<file path="config.mk">
export PLATFORM = sky130hd
export DESIGN_NAME = gom_offtime_mod
export DESIGN_NICKNAME = d
export VERILOG_FILES = /design/src/rtl/gom_pkg.sv /design/src/rtl/gom_hyst.sv /design/src/rtl/gom_ramp.sv /design/src/rtl/gom_offtime_mod.sv
export SDC_FILE = /design/constraint.sdc
export NUM_CORES = 1
export LEC_CHECK = 0
export BUFFER_PORTS_ARGS = -buffer_cell sky130_fd_sc_hd__clkbuf_2
export CORE_AREA = 2 2 210 160
export DETAILED_ROUTE_END_ITERATION = 8
export DIE_AREA = 0 0 212 162
export GPL_ROUTABILITY_DRIVEN = 0
export HOLD_SLACK_MARGIN = 0.08
export PLACE_DENSITY_LB_ADDON = 0.08
export SYNTH_ARGS = -nofsm -noshare
export SYNTH_HDL_FRONTEND = slang
export SYNTH_SLANG_ARGS = --single-unit
</file>
<file path="constraint.sdc">
create_clock -name clk -period 29.9 [get_ports clk]
set_input_delay 2.99 -clock clk [delete_from_list [all_inputs] [get_ports clk]]
set_output_delay 2.99 -clock clk [all_outputs]
set_load 0.02 [all_outputs]
</file>
<file path="src/rtl/gom_pkg.sv">
package gom_pkg;
  // Which part of the transfer curve a feedback code falls in.
  typedef enum logic [1:0] {
    ZONE_FAST = 2'd0,
    ZONE_RAMP = 2'd1,
    ZONE_SLOW = 2'd2
  } zone_e;
endpackage

</file>
<file path="src/rtl/gom_hyst.sv">
module gom_hyst #(
  parameter int CODE_W    = 10,
  parameter int EDGE_CODE = 240,
  parameter int HYST_CODE = 20
) (
  input  logic              clk,
  input  logic              rst,
  input  logic              fb_valid,
  input  logic [CODE_W-1:0] fb_code,
  output logic              green_q,
  output logic              green_nx
);
  localparam int EXIT_CODE = EDGE_CODE + HYST_CODE;

  logic below_edge, above_exit;

  assign below_edge = fb_code < CODE_W'(EDGE_CODE);
  assign above_exit = fb_code >= CODE_W'(EXIT_CODE);

  always_comb begin
    green_nx = green_q;
    if (fb_valid) begin
      if (below_edge)      green_nx = 1'b1;
      else if (above_exit) green_nx = 1'b0;
    end
  end

  always_ff @(posedge clk) begin
    if (rst) green_q <= 1'b0;
    else     green_q <= green_nx;
  end

  AST_GREEN_ENTER: assert property (@(posedge clk) disable iff (rst)
    (fb_valid && fb_code < CODE_W'(EDGE_CODE)) |=> green_q);
  AST_GREEN_EXIT: assert property (@(posedge clk) disable iff (rst)
    (fb_valid && fb_code >= CODE_W'(EXIT_CODE)) |=> !green_q);
  AST_BAND_HOLD: assert property (@(posedge clk) disable iff (rst)
    (fb_valid && fb_code >= CODE_W'(EDGE_CODE) && fb_code < CODE_W'(EXIT_CODE))
      |=> (green_q == $past(green_q)));
endmodule

</file>
<file path="src/rtl/gom_ramp.sv">
module gom_ramp
  import gom_pkg::*;
#(
  parameter int CODE_W    = 10,
  parameter int CNT_W     = 20,
  parameter int EDGE_CODE = 240,
  parameter int FULL_CODE = 420,
  parameter int CYC_SHORT = 2000,
  parameter int CYC_LONG  = 9500
) (
  input  logic [CODE_W-1:0] fb_code,
  output logic [CNT_W-1:0]  ramp_cnt
);
  localparam int SPAN   = FULL_CODE - EDGE_CODE;
  localparam int DELTA  = CYC_LONG - CYC_SHORT;
  localparam int PROD_W = CODE_W + CNT_W + 1;

  zone_e              zone;
  logic [CODE_W-1:0]  offs;
  logic [PROD_W-1:0]  prod;
  logic [CNT_W-1:0]   decr;

  always_comb begin
    if (fb_code >= CODE_W'(FULL_CODE))      zone = ZONE_FAST;
    else if (fb_code <= CODE_W'(EDGE_CODE)) zone = ZONE_SLOW;
    else                                    zone = ZONE_RAMP;
  end

  // Decrement from the long plateau, rounded half up to whole cycles.
  assign offs = fb_code - CODE_W'(EDGE_CODE);
  assign prod = PROD_W'(offs) * PROD_W'(DELTA) + PROD_W'(SPAN / 2);
  assign decr = CNT_W'(prod / PROD_W'(SPAN));

  always_comb begin
    unique case (zone)
      ZONE_FAST: ramp_cnt = CNT_W'(CYC_SHORT);
      ZONE_SLOW: ramp_cnt = CNT_W'(CYC_LONG);
      default:   ramp_cnt = CNT_W'(CYC_LONG) - decr;
    endcase
  end

  always_comb begin
    AST_RAMP_BOUNDS: assert (ramp_cnt >= CNT_W'(CYC_SHORT) && ramp_cnt <= CNT_W'(CYC_LONG));
  end
endmodule

</file>
<file path="src/rtl/gom_offtime_mod.sv">
module gom_offtime_mod #(
  parameter int CODE_W    = 10,
  parameter int CODE_EDGE = 240,
  parameter int CODE_FULL = 420,
  parameter int CODE_HYST = 20,
  parameter int CYC_SHORT = 2000,
  parameter int CYC_LONG  = 9500,
  parameter int CYC_START = 525000,
  localparam int CNT_W    = $clog2(CYC_START + 1)
) (
  input  logic              clk,
  input  logic              rst,
  input  logic              fb_valid,
  input  logic [CODE_W-1:0] fb_code,
  output logic [CNT_W-1:0]  toff_cycles,
  output logic              green_off
);
  logic             green_nx;
  logic [CNT_W-1:0] ramp_cnt;
  logic [CNT_W-1:0] toff_q;

  gom_hyst #(
    .CODE_W(CODE_W), .EDGE_CODE(CODE_EDGE), .HYST_CODE(CODE_HYST)
  ) u_hyst (
    .clk(clk), .rst(rst), .fb_valid(fb_valid), .fb_code(fb_code),
    .green_q(green_off), .green_nx(green_nx)
  );

  gom_ramp #(
    .CODE_W(CODE_W), .CNT_W(CNT_W), .EDGE_CODE(CODE_EDGE), .FULL_CODE(CODE_FULL),
    .CYC_SHORT(CYC_SHORT), .CYC_LONG(CYC_LONG)
  ) u_ramp (
    .fb_code(fb_code), .ramp_cnt(ramp_cnt)
  );

  always_ff @(posedge clk) begin
    if (rst)           toff_q <= CNT_W'(CYC_LONG);
    else if (fb_valid) toff_q <= green_nx ? CNT_W'(CYC_START) : ramp_cnt;
  end

  assign toff_cycles = toff_q;

  AST_HOLD_IDLE: assert property (@(posedge clk) disable iff (rst)
    !fb_valid |=> ($stable(toff_cycles) && $stable(green_off)));
  AST_FAST_PLATEAU: assert property (@(posedge clk) disable iff (rst)
    (fb_valid && fb_code >= CODE_W'(CODE_FULL))
      |=> (toff_cycles == CNT_W'(CYC_SHORT) && !green_off));
  AST_RAMP_RANGE: assert property (@(posedge clk) disable iff (rst)
    !green_off |-> (toff_cycles >= CNT_W'(CYC_SHORT) && toff_cycles <= CNT_W'(CYC_LONG)));
  AST_GREEN_TIMER: assert property (@(posedge clk) disable iff (rst)
    green_off |-> (toff_cycles == CNT_W'(CYC_START)));
endmodule

</file>
==> results of run 1 <==
logic make-up after synthesis:
family                   after synthesis  synth area share (%)
XOR/XNOR                             154                  10.7
multiplexers                          50                  4.16
buffers and inverters                163                  5.33
AO/OA/AOI/OAI                        641                  36.4
AND/OR/NAND/NOR                      700                  27.5
adder cells (fa/ha/maj)              114                  12.6
flip-flops                            21                  3.21
metrics by stage:
step	hold WS (ps)	utilization [%]	instance area [um2]	cells
finish	466	42.7	13700	2274
global route	485	42.7	13700	2274
CTS	471	42.6	13700	2274
detailed placement	455	42.3	13600	2270
global placement	448	42.3	13600	2270
floorplan	545	-	13100	1843
routing by layer:
layer / part of all wire [%] / track usage [%]
met1: 50 / 40.9
met2: 41 / 37.9
met3: 8.0 / 4.25
met4: 0.76 / 2.37
met5: 0 / 0
worst max path at each step:
stage                                              end        from  cells after the start  slack [ps]
after floorplan           toff_cycles[10]$_SDFFE_PP1P_  fb_code[4]                     87        6960
after global placement    toff_cycles[16]$_SDFFE_PP0P_  fb_code[4]                     77        2340
after detailed placement  toff_cycles[16]$_SDFFE_PP0P_  fb_code[4]                     77        1700
after CTS                 toff_cycles[16]$_SDFFE_PP0P_  fb_code[4]                     77        1950
after global routing      toff_cycles[16]$_SDFFE_PP0P_  fb_code[4]                     77         100
final                     toff_cycles[16]$_SDFFE_PP0P_  fb_code[4]                     77        1990
repair_timing:
action                                 CTS  global route
endpoints found under the hold margin    0             0
resized for setup                        0             4
setup endpoints to repair                0             3
area by class of cell:
type / instances / area [um2]
tap: 442 / 553
inverter: 100 / 375
multi-input combinational: 1659 / 12000
clock inverter: 1 / 5.00
fill: 3403 / 18400
timing repair buffer: 48 / 278
clock buffer: 3 / 75.1
sequential: 21 / 420
worst max-delay path, delay by kind of cell:
| family | cells | cell delay [ps] |
|---|---|---|
| compound gates | 32 | 11090 |
| xor+xnor | 4 | 1670 |
| fa+ha+maj | 8 | 3350 |
| buf+inv | 8 | 950 |
| mux | 5 | 2070 |
| simple gates | 20 | 5820 |
Yosys cell counts, types with 24 or more instances:
| cell | count |
|---|---|
| a31oi_1 | 39 |
| nand2_1 | 152 |
| and2_1 | 24 |
| a21o_1 | 31 |
| o211ai_1 | 33 |
| clkbuf_1 | 28 |
| nor3_1 | 76 |
| mux2i_1 | 34 |
| nor2_1 | 172 |
| fa_1 | 30 |
| buf_2 | 24 |
| a21oi_1 | 116 |
| xnor2_1 | 108 |
| ha_1 | 84 |
| nand3_1 | 73 |
| and3_1 | 32 |
| xor2_1 | 38 |
| o21ai_0 | 87 |
| inv_1 | 99 |
state kept, by name (all words and copies together), names as in the netlist:
register and cells:
toff_cycles 20, u_hyst.green_q 1
==> impl_summary.md, run 1 <==
Outcome
The flow ran to the end, and the final reports show no timing, DRC or antenna violations.

STA
The worst-case setup margin in the final layout is 1990 ps. The number of hold-slack violations in the final timing report was 0. At the pin with the least slew margin, the transition time is 1130 ps.

The final clock skew is a little over 8 ps. The final sum of negative setup slack is 0 ps. Subtracting the final worst setup slack from the clock period gives 27,910 ps. Dividing the final minimum period by the clock period gives between 90 and 100%. The final number of max-transition violations was 0. The worst pin sits at a relative slew slack of 23.9%. Setup violations remaining at the end of the flow were counted as 0. Setup repair after global routing left no endpoint under its margin. The fmax is 0.0358 GHz.

Synth
The post-synthesis instance total is 1,843. The largest total area in the synthesized netlist belongs to ha_1. The cell area that synthesis handed to floorplanning was between 10,000 and 15,000 um2. Summing the sequential cell areas from Yosys gives 3.21% of the chip area. Counting every net in the synthesized netlist gives roughly 2,000.

Counting flops and latches in the post-synthesis netlist gives 21. The Yosys step of the flow raised 0 warnings. Of all flip-flops after synthesis, the portion carrying an async set or reset was 0%. The most used flip-flop cell after synthesis is dfxtp_1. The number of unique standard cell types used by synthesis is between 100 and 150. The area share of the leading cell type in the synthesized netlist is 8.02%.

Yosys mapped a number of flops with a built-in enable equal to 0. A synthesized cell averages approximately 7.1 um2. Yosys attributes the largest share of cell area to ha_1 (8.0%), xnor2_1 (7.2%), nor2_1 (4.9%).

Placement
The total of buffers placed on input and output ports is 33. At the placement stage, the worst setup path has a slack of roughly 1700 ps. The detailed placement HPWL is roughly 38,000 um.

Job
The count of max-cap constraint violations is 0.

Final layout
The share of layout cells above drive strength 1 is a little over a tenth. The top cell types in the final layout, fill and taps aside, are nor2_1 (172), nand2_1 (152), a21oi_1 (116). The number of antenna diodes in the final layout is 0. The post-synthesis to final-layout area growth is 4.72%.

The leading cell type in the layout, fill and taps excluded is nor2_1. The layout net count is between 1,500 and 2,000.

Route
The first routing iteration left ~1,500 violations. The total iterations of the first detailed-routing run is 6. The routed via count is 14,400. Wires add up to about 46,000 um. In this run the remaining antenna-violating nets after routing total 0. After detailed routing, the number of vias per cell comes to 6.33. Dividing the detail-routed wire length by the instance count gives slightly above 20 um. The remaining routing DRC violations is 0.

Setup path
For flop-to-flop paths, the worst setup slack is 26,850 ps. The start-to-end type of the worst setup path is in2reg. The nature of the critical path endpoint is a flip-flop. The number of cells on the worst reg-to-reg path is 8. STA classifies the critical path startpoint as an input port.

In this run the worst path has a maximum fanout of 18. The cell repeated most along the worst path is inv_1. The worst register-to-register path ends at toff_cycles[16]$_SDFFE_PP0P_. The delay of the slowest cell on the worst path is about 700 ps. The worst register-to-register path begins at u_hyst.green_q$_SDFF_PP0_.

The slowest cell on the critical path is a211oi_4. STA puts the critical path data required time at roughly 30,000 ps. The critical path data arrival time is between 20,000 and 30,000 ps.

Hold path
The path with the worst hold slack has its endpoint at toff_cycles[4]$_SDFFE_PP1P_. The worst hold-check path type is reg2reg. The start point of the worst min-delay path is toff_cycles[4]$_SDFFE_PP1P_.

Along the worst hold path, the cell count comes to 1.

Clock network
The root buffer cell chosen for the clock tree is clkbuf_16. Buffers added to address setup during post-CTS repair amount to 0. The insertion delay to the later sink of the worst-skew pair is between 200 and 300 ps. The number of sinks driven by the clock tree is 21. In this run, CTS created clock tree buffers numbering 3. The register clock-pin slew on the reported worst setup and hold paths is about 70 ps. In this run the number of H-tree levels came out at 1. In this run, post-CTS hold repair placed 0 buffers.

TritonCTS built the clock tree. The maximum buffer depth of the clock tree is 2.

Global route
The sum of overflow across all layers after global routing is 0. Entering global routing, the biggest net connects 28 pins. Global routing consumed, over all layers together, a little over a quarter of the routing resources. The initial antenna violation count is 0. The via count of the first global-routing pass came to 13,000.

The first global-routing pass estimated around 73,000 um of wire.

Floorplanning
Once the floorplan was initialized, standard cells occupied 40.8% of the core. The chip height is 162 um. The die covers 34,300 um2. After floorplanning, the core was sized to cover 32,200 um2. In this run the core area contains between 50 and 60 standard-cell rows. The number of ports placed on the die boundary is 34. In this run the horizontal extent of the chip is around 210 um.
Power of run 1 is not shown: default switching activity piles up to over one toggle a cycle in this logic, so the estimate is an artifact.
==> run 2, diff against run 1 <==
- CORE_AREA: 2 2 210 160 -> 2 2 211 161
- DIE_AREA: 0 0 212 162 -> 0 0 213 163
- SYNTH_HIERARCHICAL: not set -> 1
==> run 2 against run 1 <==
Critical path depth up 3. Utilization is 0.68 points lower. Count of clock-buffer cells in the layout did not move. Largest cell class unchanged. Final area increased by 0.58%. First-iteration DRC count is 8.2% higher. Via count up 2.0%. Hold slack better by 7.9 ps. Area after synthesis is 0.56% higher. Non-clock buffer count up 7. Global-route usage grew 0.12 points. Critical path type unchanged. Highest routed layer unchanged.
==> impl_summary.md, run 2 <==
Route
Dividing the detail-routed via count by the number of cells gives roughly 6.4. In the routed design, unresolved DRC markers number 0. In the final routed layout, each cell accounts on average for approximately 20 um. For this run, the detailed router's first-pass iteration total came to 8. For this block, the initial DRC count from the detailed router was about 1,600. The post-detailed-route count of antenna-violating nets is 0.

The overall routed net length is 46,500 um. The routed via count is 14,700.

Synth
Of the synthesized area, sequential elements account for 3.19%. In this run the mean area of a mapped cell was a little over 7 um2. Synthesis produced a netlist whose cell count is between 1,500 and 2,000. Summed over all instances, the cell type with the most area after synthesis is ha_1. The synthesized netlist contains about 130 unique library cells. The most numerous cell in the Yosys netlist is nor2_1. The commonest cells after synthesis are nor2_1 (159), nand2_1 (143), a21oi_1 (114). After synthesis, the largest area contributor takes up a little under 8% of total cell area.

The proportion of synthesized flip-flops having asynchronous set or reset is 0%. The netlist area before placement is 13,200 um2. The number of synthesized register bits is 21. The dominant synthesized flop cell is dfxtp_1. The number of synthesis warnings is 6.

The number of nets in the synthesized netlist is 1,974. By area the synthesized netlist is led by ha_1 (7.7%), xnor2_1 (5.8%), fa_1 (4.6%). The synthesized design contains 0 enable-type register cells.

Final layout
The final layout contains between 1,500 and 2,000 nets. The post-route netlist has between 10% and 20% of its cells at a drive strength greater than 1. The top cell types in the final layout, fill and taps aside, are nor2_1 (159), nand2_1 (143), a21oi_1 (112). The largest registers in the layout are toff_cycles (20), u_hyst/green_q (1). Leaving out fill and tap cells, the most frequent cell in the layout is nor2_1. The post-synthesis to final-layout area growth is 4.74%. The antenna diode count is 0. The register with the most flip-flops in the layout has 20 of them. The register name with the most flops is toff_cycles.

STA
After layout, the minimum clock period comes to around 28,000 ps. At the pin with the least slew margin, the transition time is approximately 1000 ps. The worst pin sits at a relative slew slack of 30.4%.

The number of hold-slack violations in the final timing report is 0. For this run, the top clock speed supported by timing is roughly 0.036 GHz. The number of setup violations in the final report is 0. Setup repair after global routing left no endpoint under its margin. The worst path meets setup with ~1700 ps of slack.

In the final timing run, aggregate negative setup slack is 0 ps. The final clock skew is between 6 and 7 ps. The final number of max-transition violations is 0. The share of the cycle needed by the critical path after routing is 94.2%.

Clock network
The register clock-pin slew on the reported worst setup and hold paths is approximately 70 ps. The number of sinks driven by the clock tree is 21. The insertion delay to the later sink of the worst-skew pair is 270 ps. The clock passes through at most 2 buffers.

In this run the number of H-tree levels came out at 1. The cell sitting at the root of the clock tree is a clkbuf_16. The clock tree from TritonCTS is yes. The number of hold buffers added after cts is 0. The total CTS buffers is 3.

Job
The count of max-cap constraint violations is 0.

Global route
Entering global routing, the biggest net connects 30 pins. The sum of overflow across all layers after global routing is 0. The first global-routing pass estimated between 70,000 and 80,000 um of wire. The initial antenna violation count is 1. Global routing used between 20% and 30% of the available tracks. The via count of the first global-routing pass came to 13,100.

Floorplanning
The die covers roughly 35,000 um2. From bottom edge to top edge, the die measures 163 um. The core box area is 32,900 um2. The chip width is about 210 um. During I/O placement, the number of pins put on the boundary was 34. For this configuration, the core starts out at a cell density of roughly two fifths. The floorplan has 58 rows.

Setup path
The critical path data arrival time is about 28,000 ps. The delay of the slowest cell on the worst path is ~750 ps. The worst setup path is captured at a flip-flop. The worst setup path is launched from an input port. The launching element of the worst setup path is fb_code[4]. The worst flop-to-flop path startpoint is u_hyst/green_q$_SDFF_PP0_. For the worst setup path, the data required time is ~30,000 ps. The slowest cell on the critical path is o31ai_1. The largest fanout of any net on the critical path is 17. The start-to-end type of the worst setup path is in2reg.

Placement
Port buffering added 33 buffers. At the placement stage, the worst setup path has a slack of between 1000 and 1500 ps. Once detailed placement completed, the half-perimeter wirelength came to approximately 38,000 um.

Hold path
The worst hold-check path type is reg2reg. The start point of the worst min-delay path is toff_cycles[12]$_SDFFE_PP0P_.

Outcome
The flow ran to the end, and the final reports show no timing, DRC or antenna violations.
run 2: cell type report:
class / count / area, um2
Sequential cell: 21 / 420
Tap cell: 450 / 563
Multi-Input combinational cell: 1646 / 12000
Fill cell: 3422 / 19100
Clock inverter: 1 / 7.51
Timing Repair Buffer: 55 / 330
Clock buffer: 3 / 75.1
Inverter: 105 / 394
run 2: repair_timing:
| item | CTS | global route |
|---|---|---|
| resized for setup | 0 | 6 |
| buffers inserted | 0 | 2 |
| setup endpoints to repair | 0 | 12 |
run 2: layer usage:
| layer | vias up | GRT usage [%] | part of all wire [%] |
|---|---|---|---|
| met4 | 0 | 3.72 | 1.5 |
| met1 | 6957 | 41.8 | 51 |
| met2 | 604 | 36.3 | 39 |
| li1 | 7073 | - | - |
| met3 | 53 | 4.40 | 8.2 |
| met5 | - | 0 | 0 |
run 2: worst paths after layout:
kind	end	slack (ps)	cells after the start
worst min register to register	toff_cycles[12]$_SDFFE_PP0P_	470	2
worst min-delay path	toff_cycles[12]$_SDFFE_PP0P_	470	2
worst max register to register	toff_cycles[13]$_SDFFE_PP1P_	28030	5
worst max-delay path	toff_cycles[16]$_SDFFE_PP0P_	1730	80
run 2: kinds of logic after synthesis:
kind of cell    synth area share [%]
compound gates                  39.6
xor+xnor                        8.33
fa+ha+maj                       12.2
buf+inv                         5.86
flops                           3.19
mux                             3.16
simple gates                    27.6
run 2: stage by stage:
stage | instances | instance area (um2) | hold slack, ps | utilization, %
5_1_grt | 2281 | 13800 | 502 | 42.0
2_1_floorplan | 1850 | 13200 | 543 | -
6_report | 2281 | 13800 | 473 | 42.0
3_5_place_dp | 2275 | 13700 | 466 | 41.6
4_1_cts | 2279 | 13800 | 479 | 41.9
3_3_place_gp | 2275 | 13700 | 458 | 41.6
run 2: critical path: cells and delay by family:
family,cells,cell delay (ps)
adder cells (fa/ha/maj),8,3290
AO/OA/AOI/OAI,40,14600
XOR/XNOR,2,1210
multiplexers,2,720
buffers and inverters,5,450
AND/OR/NAND/NOR,23,4960
Power of run 2 is left out for the same reason.
==> run 3, diff against run 2 <==
- CAP_MARGIN: not set -> 20
- clock period: 29.9 -> 27.1 ns (I/O delays scaled with it)
==> run 3 against run 2 <==
Via count is 1.7% higher. Final cell count is 1.1% higher. Register-to-register slack worse by 2800 ps. First-iteration DRC count is 11% lower. Sequential cell count stayed put. Final area is 4.0% higher. Clock skew is 3.4 ps higher. Utilization is 1.7 points higher. Global-route usage is 0.12 points higher. Sequential share of layout area is 0.12 points lower. Setup slack worse by 270 ps. Non-clock buffer count is 25 higher.
==> impl_summary.md, run 3 (synthesized netlist as in run 2, its figures left out) <==
Global route
The initial antenna violation count is 0. The pin count of the biggest net entering global routing is 30. The global routing usage on met2 is between 30 and 40%. The first global-routing pass estimated 74,100 um of wire. met1 is the most crowded layer. Global routing used 26.3% of the available tracks. The via count of the first global-routing pass is between 10,000 and 15,000. The sum of overflow across all layers after global routing is 0.

The global routing usage on met1 is between 40% and 50%. Global routing consumed, on the met3 layer, 3.47% of the routing resources.

Route
Summing over every cut layer, the via total after detailed routing is 14,900. The count of nets left with antenna violations once routing finished came out at 0. For this run, design rule violations remaining after detail routing come to 0. The average via count per standard cell is roughly 6.5.

The post-detailed-route wirelength per cell is 20.4 um. The total iterations of the first detailed-routing run is 6. Summed over all layers, the routed wires come to between 40,000 and 50,000 um. The count of routing violations after the opening detailed-route iteration is 1,410.

Clock network
The maximum buffer depth of the clock tree is 2. The tree is rooted in a clkbuf_16. The register clock-pin slew on the reported worst setup and hold paths is ~70 ps. Clock latency on the worst-skew pair, taken at its later pin, is between 200 and 300 ps. TritonCTS created 3 clock buffers.

The clock drives 21 sinks. TritonCTS built the clock tree. In this run the number of H-tree levels came out at 1.

STA
The number of hold-slack violations in the final timing report came to 0. The final number of max-transition violations was 0. The final clock skew is ~9.7 ps.

Timing would allow up to 0.0390 GHz. The share of the cycle needed by the critical path after routing is a little over nine tenths. The tightest hold margin is 474 ps. In this run the tightest slew margin relative to its limit is 30.7%. The post-layout minimum cycle time is 25,630 ps. Setup violations remaining at the end of the flow were counted as 0.

The actual transition at the worst max-transition pin is about 1000 ps. The worst-case setup margin in the final layout is 1470 ps.

Floorplanning
The initialized floorplan defines 58 standard-cell rows. The starting density of the core is around two fifths. Measured along the y axis, the die boundary spans roughly 160 um.

The number of ports placed on the die boundary is 34. The die outline area is approximately 35,000 um2. The core region is 32,900 um2. The chip width is around 210 um.

Final layout
The area of all placed cells without fillers is 14,400 um2. The register with the most flip-flops in the layout has 20 of them. Of the cells placed in the final design, the portion with a size suffix greater than 1 is approximately 14%. The largest registers in the layout are toff_cycles (20), u_hyst/green_q (1). Compared with the post-synthesis result, the final layout area differs by 8.96%. The top cell types in the final layout, fill and taps aside, are nor2_1 (157), nand2_1 (143), a21oi_1 (111). The library cell used most frequently in the layout, excluding fill and tap cells, is nor2_1.

The final layout contains between 1,500 and 2,000 nets. More flip-flops sit in one register than any other, and that register is toff_cycles. Once layout is complete, the cells apart from fillers number between 2,000 and 2,500. The repair_antennas step left the layout with diodes totalling 0.

Setup path
Data on the critical path arrives at its endpoint at ~26,000 ps. The largest delay contributor family on the critical path is compound AO/OA/AOI/OAI gates. The largest fanout of any net on the critical path is 21. The most numerous cell type found on the critical path is a21oi_1. The cell depth of the worst setup path is 82.

The nature of the critical path endpoint is a flip-flop. The delay of the slowest cell on the worst path is 560 ps. For the worst flop-to-flop path, the logic depth is 5.

The slowest cell on the critical path is or3_1. At the worst endpoint, the required time is 27,230 ps. STA classifies the critical path startpoint as an input port. The number of buffers and inverters on the critical path is 7.

The start-to-end type of the worst setup path is in2reg.

Job
The count of max-cap constraint violations is 0.

Hold path
In this run the worst hold path is classified as reg2reg. The worst hold path was traced through 2 stages.

Placement
The total of buffers placed on input and output ports is 33. Summing all placed instances gives a cell area of roughly 14,000 um2. The detailed placement HPWL is roughly 38,000 um. The number of cells in the design after placement is roughly 2,300. Prior to clock tree synthesis, the placed netlist has a worst setup slack of -591 ps.

Outcome
The flow ran to the end, and the final reports show no timing, DRC or antenna violations.
run 3: cell types whose count changed in the layout (fill, tap and decap cells not counted), sizes merged:
cell	before	now
clkinvlp	1	0
clkbuf	36	37
buf	22	47
o21ai	115	116
run 3: worst paths after layout:
check | to | start | slack (ps)
setup / recovery | toff_cycles[16]$_SDFFE_PP0P_ | fb_code[4] | 1470
setup reg to reg | toff_cycles[13]$_SDFFE_PP1P_ | u_hyst/green_q$_SDFF_PP0_ | 25220
hold / removal | toff_cycles[1]$_SDFFE_PP0P_ | toff_cycles[1]$_SDFFE_PP0P_ | 470
hold reg to reg | toff_cycles[1]$_SDFFE_PP0P_ | toff_cycles[1]$_SDFFE_PP0P_ | 470
run 3: stage by stage:
stage | TNS [ps] | utilization, %
after detailed placement | -2090 | 41.9
after global placement | -500 | 41.9
after global routing | -126 | 43.7
after CTS | 0 | 42.2
final | 0 | 43.7
after floorplan | 0 | -
run 3: repair_timing:
action | 4_1_cts | 5_1_grt
pin swaps | 0 | 6
setup endpoints to repair | 4 | 20
setup buffers | 0 | 14
endpoints found under the hold margin | 0 | 0
gates cloned | 0 | 1
hold buffers | 0 | 0
gates resized for setup | 2 | 62
run 3: metal layers:
layer | vias up | part of all wire [%]
li1 | 7114 | -
met4 | 0 | 1.7
met2 | 601 | 40
met3 | 61 | 7.4
met5 | - | 0
met1 | 7161 | 51
run 3: cell type report:
cell class                 instances  area [um2]
tap                              450         563
inverter                         105         394
fill                            3388       18500
sequential                        21         420
timing repair buffer              80         531
clock buffer                       4        78.8
multi-input combinational       1647       12400
run 3: worst register-to-register path: cells and delay by family, from the launching register on:
kind	cells	cell delay, ps
flip-flops	1	370
AND/OR/NAND/NOR	3	730
AO/OA/AOI/OAI	2	650
Power of run 3 is left out for the same reason.
